<file path="config.mk">
export PLATFORM = sky130hd
export DESIGN_NAME = ring_queue_ctrl
export DESIGN_NICKNAME = d
export VERILOG_FILES = /design/src/rtl/rq_pkg.sv /design/src/rtl/rq_regs.sv /design/src/rtl/rq_ring_ptr.sv /design/src/rtl/rq_sequencer.sv /design/src/rtl/ring_queue_ctrl.sv
export SDC_FILE = /design/constraint.sdc
export NUM_CORES = 1
export LEC_CHECK = 0
export BUFFER_PORTS_ARGS = -buffer_cell sky130_fd_sc_hd__buf_2
export CAP_MARGIN = 20
export CELL_PAD_IN_SITES_DETAIL_PLACEMENT = 1
export CELL_PAD_IN_SITES_GLOBAL_PLACEMENT = 1
export CORE_AREA = 8 8 278 280
export DETAILED_ROUTE_END_ITERATION = 8
export DIE_AREA = 0 0 286 288
export PLACE_DENSITY = 0.59
export RECOVER_POWER = 50
export SLEW_MARGIN = 10
export SYNTH_ARGS = -nofsm -noshare
export SYNTH_HDL_FRONTEND = slang
export SYNTH_SLANG_ARGS = --single-unit
</file>
<file path="constraint.sdc">
create_clock -name clk -period 4 [get_ports clk]
set_input_delay 0.6 -clock clk [delete_from_list [all_inputs] [get_ports clk]]
set_output_delay 0.6 -clock clk [all_outputs]
set_load 0.005 [all_outputs]
</file>
<file path="src/rtl/rq_pkg.sv">
`timescale 1ns/1ps
package rq_pkg;
  typedef enum logic [2:0] {
    SQ_IDLE, SQ_FETCH, SQ_WAIT, SQ_EXEC, SQ_WB
  } seq_state_t;

  localparam logic [4:0] OFS_LEN  = 5'h08;
  localparam logic [4:0] OFS_RIDX = 5'h0C;
  localparam logic [4:0] OFS_WIDX = 5'h10;
  localparam logic [4:0] OFS_IST  = 5'h14;
  localparam logic [4:0] OFS_BLO  = 5'h18;
  localparam logic [4:0] OFS_BHI  = 5'h1C;

  localparam logic [7:0] ST_DONE = 8'h03;
  localparam logic [7:0] ST_FAIL = 8'h04;
endpackage

</file>
<file path="src/rtl/rq_regs.sv">
`timescale 1ns/1ps
module rq_regs #(
  parameter int QUEUE_ID = 0,
  parameter int REG_AW   = 12,
  parameter int ADDR_W   = 48,
  parameter int IDX_W    = 8,
  parameter int LEN_W    = 9
) (
  input  logic              clk,
  input  logic              rst,
  input  logic              wr_en,
  input  logic              rd_en,
  input  logic [REG_AW-1:0] addr,
  input  logic [31:0]       wdata,
  output logic [31:0]       rdata,
  input  logic [IDX_W-1:0]  rd_idx_i,
  input  logic              done_i,
  output logic [LEN_W-1:0]  ring_len_o,
  output logic [IDX_W-1:0]  wr_idx_o,
  output logic [ADDR_W-1:0] base_o,
  output logic              irq_o
);
  import rq_pkg::*;

  localparam int HI_W = ADDR_W - 32;
  localparam logic [REG_AW-6:0] WIN = (REG_AW-5)'(QUEUE_ID + 1);

  logic       hit;
  logic [4:0] ofs;
  logic [31:0] rmux;

  assign hit = (addr[REG_AW-1:5] == WIN);
  assign ofs = addr[4:0];

  always_comb begin
    case (ofs)
      OFS_LEN:  rmux = 32'(ring_len_o);
      OFS_RIDX: rmux = 32'(rd_idx_i);
      OFS_WIDX: rmux = 32'(wr_idx_o);
      OFS_IST:  rmux = {31'h0, irq_o};
      OFS_BLO:  rmux = base_o[31:0];
      OFS_BHI:  rmux = 32'(base_o[ADDR_W-1:32]);
      default:  rmux = 32'h0;
    endcase
  end

  always_ff @(posedge clk) begin
    if (rst) begin
      ring_len_o <= '0;
      wr_idx_o   <= '0;
      base_o     <= '0;
      irq_o      <= 1'b0;
      rdata      <= '0;
    end else begin
      if (wr_en && hit) begin
        case (ofs)
          OFS_LEN:  ring_len_o <= wdata[LEN_W-1:0];
          OFS_WIDX: wr_idx_o   <= wdata[IDX_W-1:0];
          OFS_IST:  if (!wdata[0]) irq_o <= 1'b0;
          OFS_BLO:  base_o[31:0] <= wdata;
          OFS_BHI:  base_o[ADDR_W-1:32] <= wdata[HI_W-1:0];
          default: ;
        endcase
      end
      if (done_i) irq_o <= 1'b1;
      rdata <= (rd_en && hit) ? rmux : 32'h0;
    end
  end

  // a completion always leaves the status bit set on the next edge
  a_r9_set_on_done: assert property (@(posedge clk) disable iff (rst)
    done_i |=> irq_o);
endmodule

</file>
<file path="src/rtl/rq_ring_ptr.sv">
`timescale 1ns/1ps
module rq_ring_ptr #(
  parameter int IDX_W = 8,
  parameter int LEN_W = 9
) (
  input  logic             clk,
  input  logic             rst,
  input  logic             adv_i,
  input  logic [LEN_W-1:0] len_i,
  output logic [IDX_W-1:0] rd_o
);
  logic [LEN_W-1:0] nxt;

  assign nxt = LEN_W'(rd_o) + LEN_W'(1);

  always_ff @(posedge clk) begin
    if (rst)        rd_o <= '0;
    else if (adv_i) rd_o <= (nxt >= len_i) ? '0 : nxt[IDX_W-1:0];
  end

  // the read index moves only on an accepted writeback
  a_r8_hold_idle: assert property (@(posedge clk) disable iff (rst)
    !adv_i |=> $stable(rd_o));
endmodule

</file>
<file path="src/rtl/rq_sequencer.sv">
`timescale 1ns/1ps
module rq_sequencer #(
  parameter int ADDR_W     = 48,
  parameter int IDX_W      = 8,
  parameter int LEN_W      = 9,
  parameter int DESC_W     = 256,
  parameter int DESC_BYTES = 32,
  parameter int STAT_OFS   = 4
) (
  input  logic              clk,
  input  logic              rst,
  input  logic [IDX_W-1:0]  rd_idx_i,
  input  logic [IDX_W-1:0]  wr_idx_i,
  input  logic [LEN_W-1:0]  len_i,
  input  logic [ADDR_W-1:0] base_i,
  output logic              fetch_valid,
  input  logic              fetch_ready,
  output logic [ADDR_W-1:0] fetch_addr,
  input  logic              rsp_valid,
  input  logic [DESC_W-1:0] rsp_data,
  output logic              exec_valid,
  output logic [DESC_W-1:0] exec_desc,
  input  logic              exec_done,
  input  logic [7:0]        exec_err,
  output logic              wb_valid,
  input  logic              wb_ready,
  output logic [ADDR_W-1:0] wb_addr,
  output logic [31:0]       wb_data,
  output logic              adv_o,
  output logic              done_o
);
  import rq_pkg::*;

  localparam int SH = $clog2(DESC_BYTES);

  seq_state_t state;

  assign fetch_valid = (state == SQ_FETCH);
  assign exec_valid  = (state == SQ_EXEC);
  assign wb_valid    = (state == SQ_WB);
  assign adv_o       = wb_valid && wb_ready;
  assign done_o      = adv_o;

  always_ff @(posedge clk) begin
    if (rst) begin
      state      <= SQ_IDLE;
      fetch_addr <= '0;
      wb_addr    <= '0;
      exec_desc  <= '0;
      wb_data    <= '0;
    end else begin
      case (state)
        SQ_IDLE: if (len_i != '0 && rd_idx_i != wr_idx_i) begin
          fetch_addr <= base_i + (ADDR_W'(rd_idx_i) << SH);
          state      <= SQ_FETCH;
        end
        SQ_FETCH: if (fetch_ready) begin
          wb_addr <= fetch_addr + ADDR_W'(STAT_OFS);
          state   <= SQ_WAIT;
        end
        SQ_WAIT: if (rsp_valid) begin
          exec_desc <= rsp_data;
          state     <= SQ_EXEC;
        end
        SQ_EXEC: if (exec_done) begin
          wb_data <= {16'h0, exec_err, (exec_err == 8'h0) ? ST_DONE : ST_FAIL};
          state   <= SQ_WB;
        end
        SQ_WB: if (wb_ready) state <= SQ_IDLE;
        default: state <= SQ_IDLE;
      endcase
    end
  end

  // fetch request held until accepted
  a_r5_fetch_hold: assert property (@(posedge clk) disable iff (rst)
    fetch_valid && !fetch_ready |=> fetch_valid && $stable(fetch_addr));

  // writeback request held until accepted
  a_r7_wb_hold: assert property (@(posedge clk) disable iff (rst)
    wb_valid && !wb_ready |=> wb_valid && $stable(wb_addr) && $stable(wb_data));
endmodule

</file>
<file path="src/rtl/ring_queue_ctrl.sv">
`timescale 1ns/1ps
module ring_queue_ctrl #(
  parameter int QUEUE_ID   = 2,
  parameter int REG_AW     = 12,
  parameter int ADDR_W     = 48,
  parameter int RING_MAX   = 256,
  parameter int DESC_BYTES = 32,
  parameter int DESC_W     = 256
) (
  input  logic              clk,
  input  logic              rst,
  input  logic              reg_wr_en,
  input  logic              reg_rd_en,
  input  logic [REG_AW-1:0] reg_addr,
  input  logic [31:0]       reg_wdata,
  output logic [31:0]       reg_rdata,
  output logic              fetch_valid,
  input  logic              fetch_ready,
  output logic [ADDR_W-1:0] fetch_addr,
  input  logic              rsp_valid,
  input  logic [DESC_W-1:0] rsp_data,
  output logic              exec_valid,
  output logic [DESC_W-1:0] exec_desc,
  input  logic              exec_done,
  input  logic [7:0]        exec_err,
  output logic              wb_valid,
  input  logic              wb_ready,
  output logic [ADDR_W-1:0] wb_addr,
  output logic [31:0]       wb_data,
  output logic              irq
);
  localparam int IDX_W = $clog2(RING_MAX);
  localparam int LEN_W = IDX_W + 1;

  logic [IDX_W-1:0]  rd_idx, wr_idx;
  logic [LEN_W-1:0]  ring_len;
  logic [ADDR_W-1:0] base;
  logic              adv, done;

  rq_regs #(.QUEUE_ID(QUEUE_ID), .REG_AW(REG_AW), .ADDR_W(ADDR_W),
            .IDX_W(IDX_W), .LEN_W(LEN_W)) u_regs (
    .clk(clk), .rst(rst), .wr_en(reg_wr_en), .rd_en(reg_rd_en),
    .addr(reg_addr), .wdata(reg_wdata), .rdata(reg_rdata),
    .rd_idx_i(rd_idx), .done_i(done), .ring_len_o(ring_len),
    .wr_idx_o(wr_idx), .base_o(base), .irq_o(irq));

  rq_ring_ptr #(.IDX_W(IDX_W), .LEN_W(LEN_W)) u_ptr (
    .clk(clk), .rst(rst), .adv_i(adv), .len_i(ring_len), .rd_o(rd_idx));

  rq_sequencer #(.ADDR_W(ADDR_W), .IDX_W(IDX_W), .LEN_W(LEN_W),
                 .DESC_W(DESC_W), .DESC_BYTES(DESC_BYTES), .STAT_OFS(4)) u_seq (
    .clk(clk), .rst(rst), .rd_idx_i(rd_idx), .wr_idx_i(wr_idx),
    .len_i(ring_len), .base_i(base),
    .fetch_valid(fetch_valid), .fetch_ready(fetch_ready), .fetch_addr(fetch_addr),
    .rsp_valid(rsp_valid), .rsp_data(rsp_data),
    .exec_valid(exec_valid), .exec_desc(exec_desc),
    .exec_done(exec_done), .exec_err(exec_err),
    .wb_valid(wb_valid), .wb_ready(wb_ready), .wb_addr(wb_addr), .wb_data(wb_data),
    .adv_o(adv), .done_o(done));

  // a fetch starts only from a non-empty ring of non-zero length
  a_r4_fetch_nonempty: assert property (@(posedge clk) disable iff (rst)
    $rose(fetch_valid) |-> $past(rd_idx != wr_idx && ring_len != '0));
endmodule

</file>
==> impl_metrics.tcl <==
set metrics [dict create \
    final_cells 3926 \
    ys_top_cells_by_area "dfxtp_1 50%, nand2_1 13%, a21oi_1 8.6%, nor2_1 3.2%, a211oi_1 2.7%" \
    synthSimpleGateAreaFrac_pct 22.4 \
    synth_cells 2263 \
    holdCritPathClass "input port to flip-flop" \
    synth_seq_cells 471 \
    dp_hpwl_mm 68.2 \
    final.period_utilization_pct 83.8 \
    finalHoldViolations 0 \
    cap_violations 1 \
    gp_congestion 0.882 \
    antenna_found_initial 48 \
    met2_length_mm 42.4 \
    crit_path_cell_trace "ha_1, nand3_1, nor2_1, xor2_1, ha_1, nand4_1, or3_1, a31oi_1, nor2_1, a22o_1" \
    ys_seq_area_share_pct 50.1 \
    drcViolationCount 0 \
    fmax_mhz 298 \
    via_per_inst 4.72 \
    cts.path.max_buffers 3 \
    std_cell_rows 99 \
    cts-root-buf "clkbuf_16" \
    coreArea_sq_um 72600 \
    rsz0062_at_grt "false" \
    final-setup-viol-count 0 \
    routed_wirelength_mm 87.3 \
    nets 3239 \
    synth_mux_area_share_pct 2.55 \
    multiInputGateArea_sq_um 8660 \
    final_common_cell "nand2_1" \
    ant_nets 0 \
    max_stage_delay_ns 0.55 \
    yosys_most_used_dff "dfxtp_1" \
    die_height_um 288 \
    outcome "finished, violations left" \
    die-area_sq_um 82400 \
    worstReg2RegEnd "u_ptr.rd_o[1]" \
    required_ns 4.48 \
    routed.top_layer "met5" \
    comb_power_share_pct 2.8 \
    setup.worst_path.end_class "flip-flop" \
    synth_top_area_cell "dfxtp_1" \
    maxSlewViolCount 33 \
    tns_ns 0 \
    synth-edff-count 0 \
    synth_compound_area_share_pct 14.7 \
    io_pins 736 \
    gr-usage-all-layers_pct 19.8 \
    synthAdderAreaFrac_pct 1.37 \
    design_area_sq_um 24500 \
    regArea_sq_um 9430 \
    p_clk_share_pct 50.0 \
    cts_made_buffers 55 \
    max_slew_margin_pct -8.70 \
    path_max_fanout 8 \
    dp.cells 3804 \
    clkSinkCount 471 \
    post-place-ws_ns 0.729 \
    wl_per_cell_um 22.2 \
    cts.reportedPaths.clkPinSlew_ns 0.06 \
    period_needed_ns 3.35 \
    synthDominantCellAreaShare_pct 50.1 \
    start_kind "flip-flop" \
    crit_path_top_delay_cell "dfxtp_1" \
    n_fill_cell 8995 \
    p_leak_nw 8.51 \
    syn_avg_cell_area_sq_um 8.32 \
    rr_worst_depth 10 \
    seq_power_share_pct 47.1 \
    synth_xor_area_share_pct 4.37 \
    utilization_pct 33.7 \
    fp.dieW_um 286 \
    synthesis.area_sq_um 18800 \
    ctsHoldBuffers 0 \
    arrival_ns 3.83 \
    reg2reg_slack_ns 0.65 \
    crit_buf_inv 0 \
    grt_pass1_wl_mm 126 \
    hold_end "u_seq.exec_desc[213]" \
    overflow 0 \
    grt_max_degree 175 \
    worstMarginPinSlew_ns 1.63 \
    syn2layout_area_growth_pct 30.1 \
    via_count 18538 \
    vdd_drop_max_mv 0.315 \
    clock_latency_ns 0.61 \
    p_switching_mw 2.20 \
    fin_ws_ns 0.648 \
    r2r_start "u_ptr.rd_o[1]" \
    port_buffers 714 \
    place_area_sq_um 23100 \
    ys_types 70 \
    dr_wl_met3_mm 6.88 \
    grt_pass1_vias 19041 \
    synth-async-reset-ratio_pct 0 \
    skew_ns 0.0338 \
    drtIter0Drc 1179 \
    final_cell_mix "633 x nand2_1, 471 x dfxtp_1, 398 x clkbuf_1" \
    synth_top_family_by_area "simple AND/OR/NAND/NOR gates" \
    first_pass_iters 7 \
    layout-drive-gt1-share_pct 15.9 \
    yosysWarnings 0 \
    hold_start "rsp_data[213]" \
    p_int_mw 7.75 \
    violations "capacitance limit, slew limit" \
    cts_setup_buffers 0 \
    initial_core_util_pct 25.9 \
    holdPathStages 3 \
    wirelength_met1_mm 35.2 \
    criticalPathCategory "flip-flop to flip-flop" \
    swShare_pct 22.1 \
    post_cts_resized 0 \
    htree_levels 2 \
    power_density_nw_per_um2 406 \
    path_delay_family "simple AND/OR/NAND/NOR gates" \
    cts_tree "done" \
]
## state kept, by name, indices dropped and copies added, names as in the netlist
register           flops
u_ptr.rd_o             8
u_seq.wb_data         10
u_seq.wb_addr         48
u_regs.base_o         48
u_seq.fetch_addr      48
u_seq.state            3
u_regs.ring_len_o      9
u_regs.irq_o           1
u_regs.wr_idx_o        8
u_seq.exec_desc      256
u_regs.rdata          32
## cell families (layout without fill, tap and decap cells)
| kind of cell | after synthesis | in the layout |
|---|---|---|
| AND/OR/NAND/NOR | 973 | 973 |
| AO/OA/AOI/OAI | 470 | 470 |
| XOR/XNOR | 94 | 94 |
| other | 1 | 46 |
| buffers and inverters | 186 | 845 |
| multiplexers | 48 | 48 |
| adder cells (fa/ha/maj) | 20 | 20 |
| flip-flops | 471 | 471 |
## Yosys cell counts, types with 18 or more instances
master and instances:
a211oi_1 68, a21oi_1 325, and2_1 18, and3_1 18, buf_4 23, clkbuf_1 134, dfxtp_1 471, ha_1 19
mux2i_1 48, nand2_1 633, nand3_1 35, nand4_1 22, nor2_1 159, nor3_1 22, xnor2_1 47, xor2_1 47
## area by class of cell
class,instances,area share (%)
clock buffers,83,6.55
repair buffers,736,13.6
well taps,959,4.90
multi-input cells,1626,35.4
diodes,25,0.255
inverters,13,0.199
flip-flops and latches,471,38.5
clock inverters,13,0.659
## power by group through the flow
stage,registers [mW],logic (mW),clock network [mW]
after global routing,4.69,0.305,5.34
after global placement,4.79,0.276,0
after detailed placement,4.79,0.281,0
after CTS,4.69,0.283,5.14
final,4.69,0.280,4.98
after floorplan,4.79,0.0952,0
## worst min-delay path: cells and delay by family
| family | cells | cell delay, ns |
|---|---|---|
| compound gates | 1 | 0.05 |
| buf+inv | 1 | 0.09 |
| simple gates | 1 | 0.05 |
## worst max path at each step
stage / from / endpoint / slack [ns] / cells past startpoint
floorplan: u_ptr.rd_o[1] / u_ptr.rd_o[1] / 1.23 / 10
global placement: u_ptr.rd_o[1] / u_ptr.rd_o[7] / 0.83 / 10
detailed placement: u_ptr.rd_o[1] / u_ptr.rd_o[1] / 0.73 / 10
CTS: u_ptr.rd_o[1] / u_ptr.rd_o[1] / 0.68 / 10
global route: u_ptr.rd_o[1] / u_ptr.rd_o[1] / 0.41 / 10
finish: u_ptr.rd_o[1] / u_ptr.rd_o[1] / 0.65 / 10
## routing by layer
| metal | vias to the layer above | GRT usage [%] |
|---|---|---|
| met4 | 28 | 6.22 |
| li1 | 8905 | - |
| met3 | 166 | 6.70 |
| met2 | 567 | 33.7 |
| met1 | 8872 | 23.3 |
| met5 | - | 0 |
## metrics by stage
stage / power (mW) / hold WS [ns]
after floorplan: 4.89 / 0.448
after global placement: 5.07 / 0.439
after detailed placement: 5.08 / 0.443
after CTS: 10.1 / 0.188
after global routing: 10.3 / 0.203
final: 9.95 / 0.225
(Power assumes the default switching activity.)
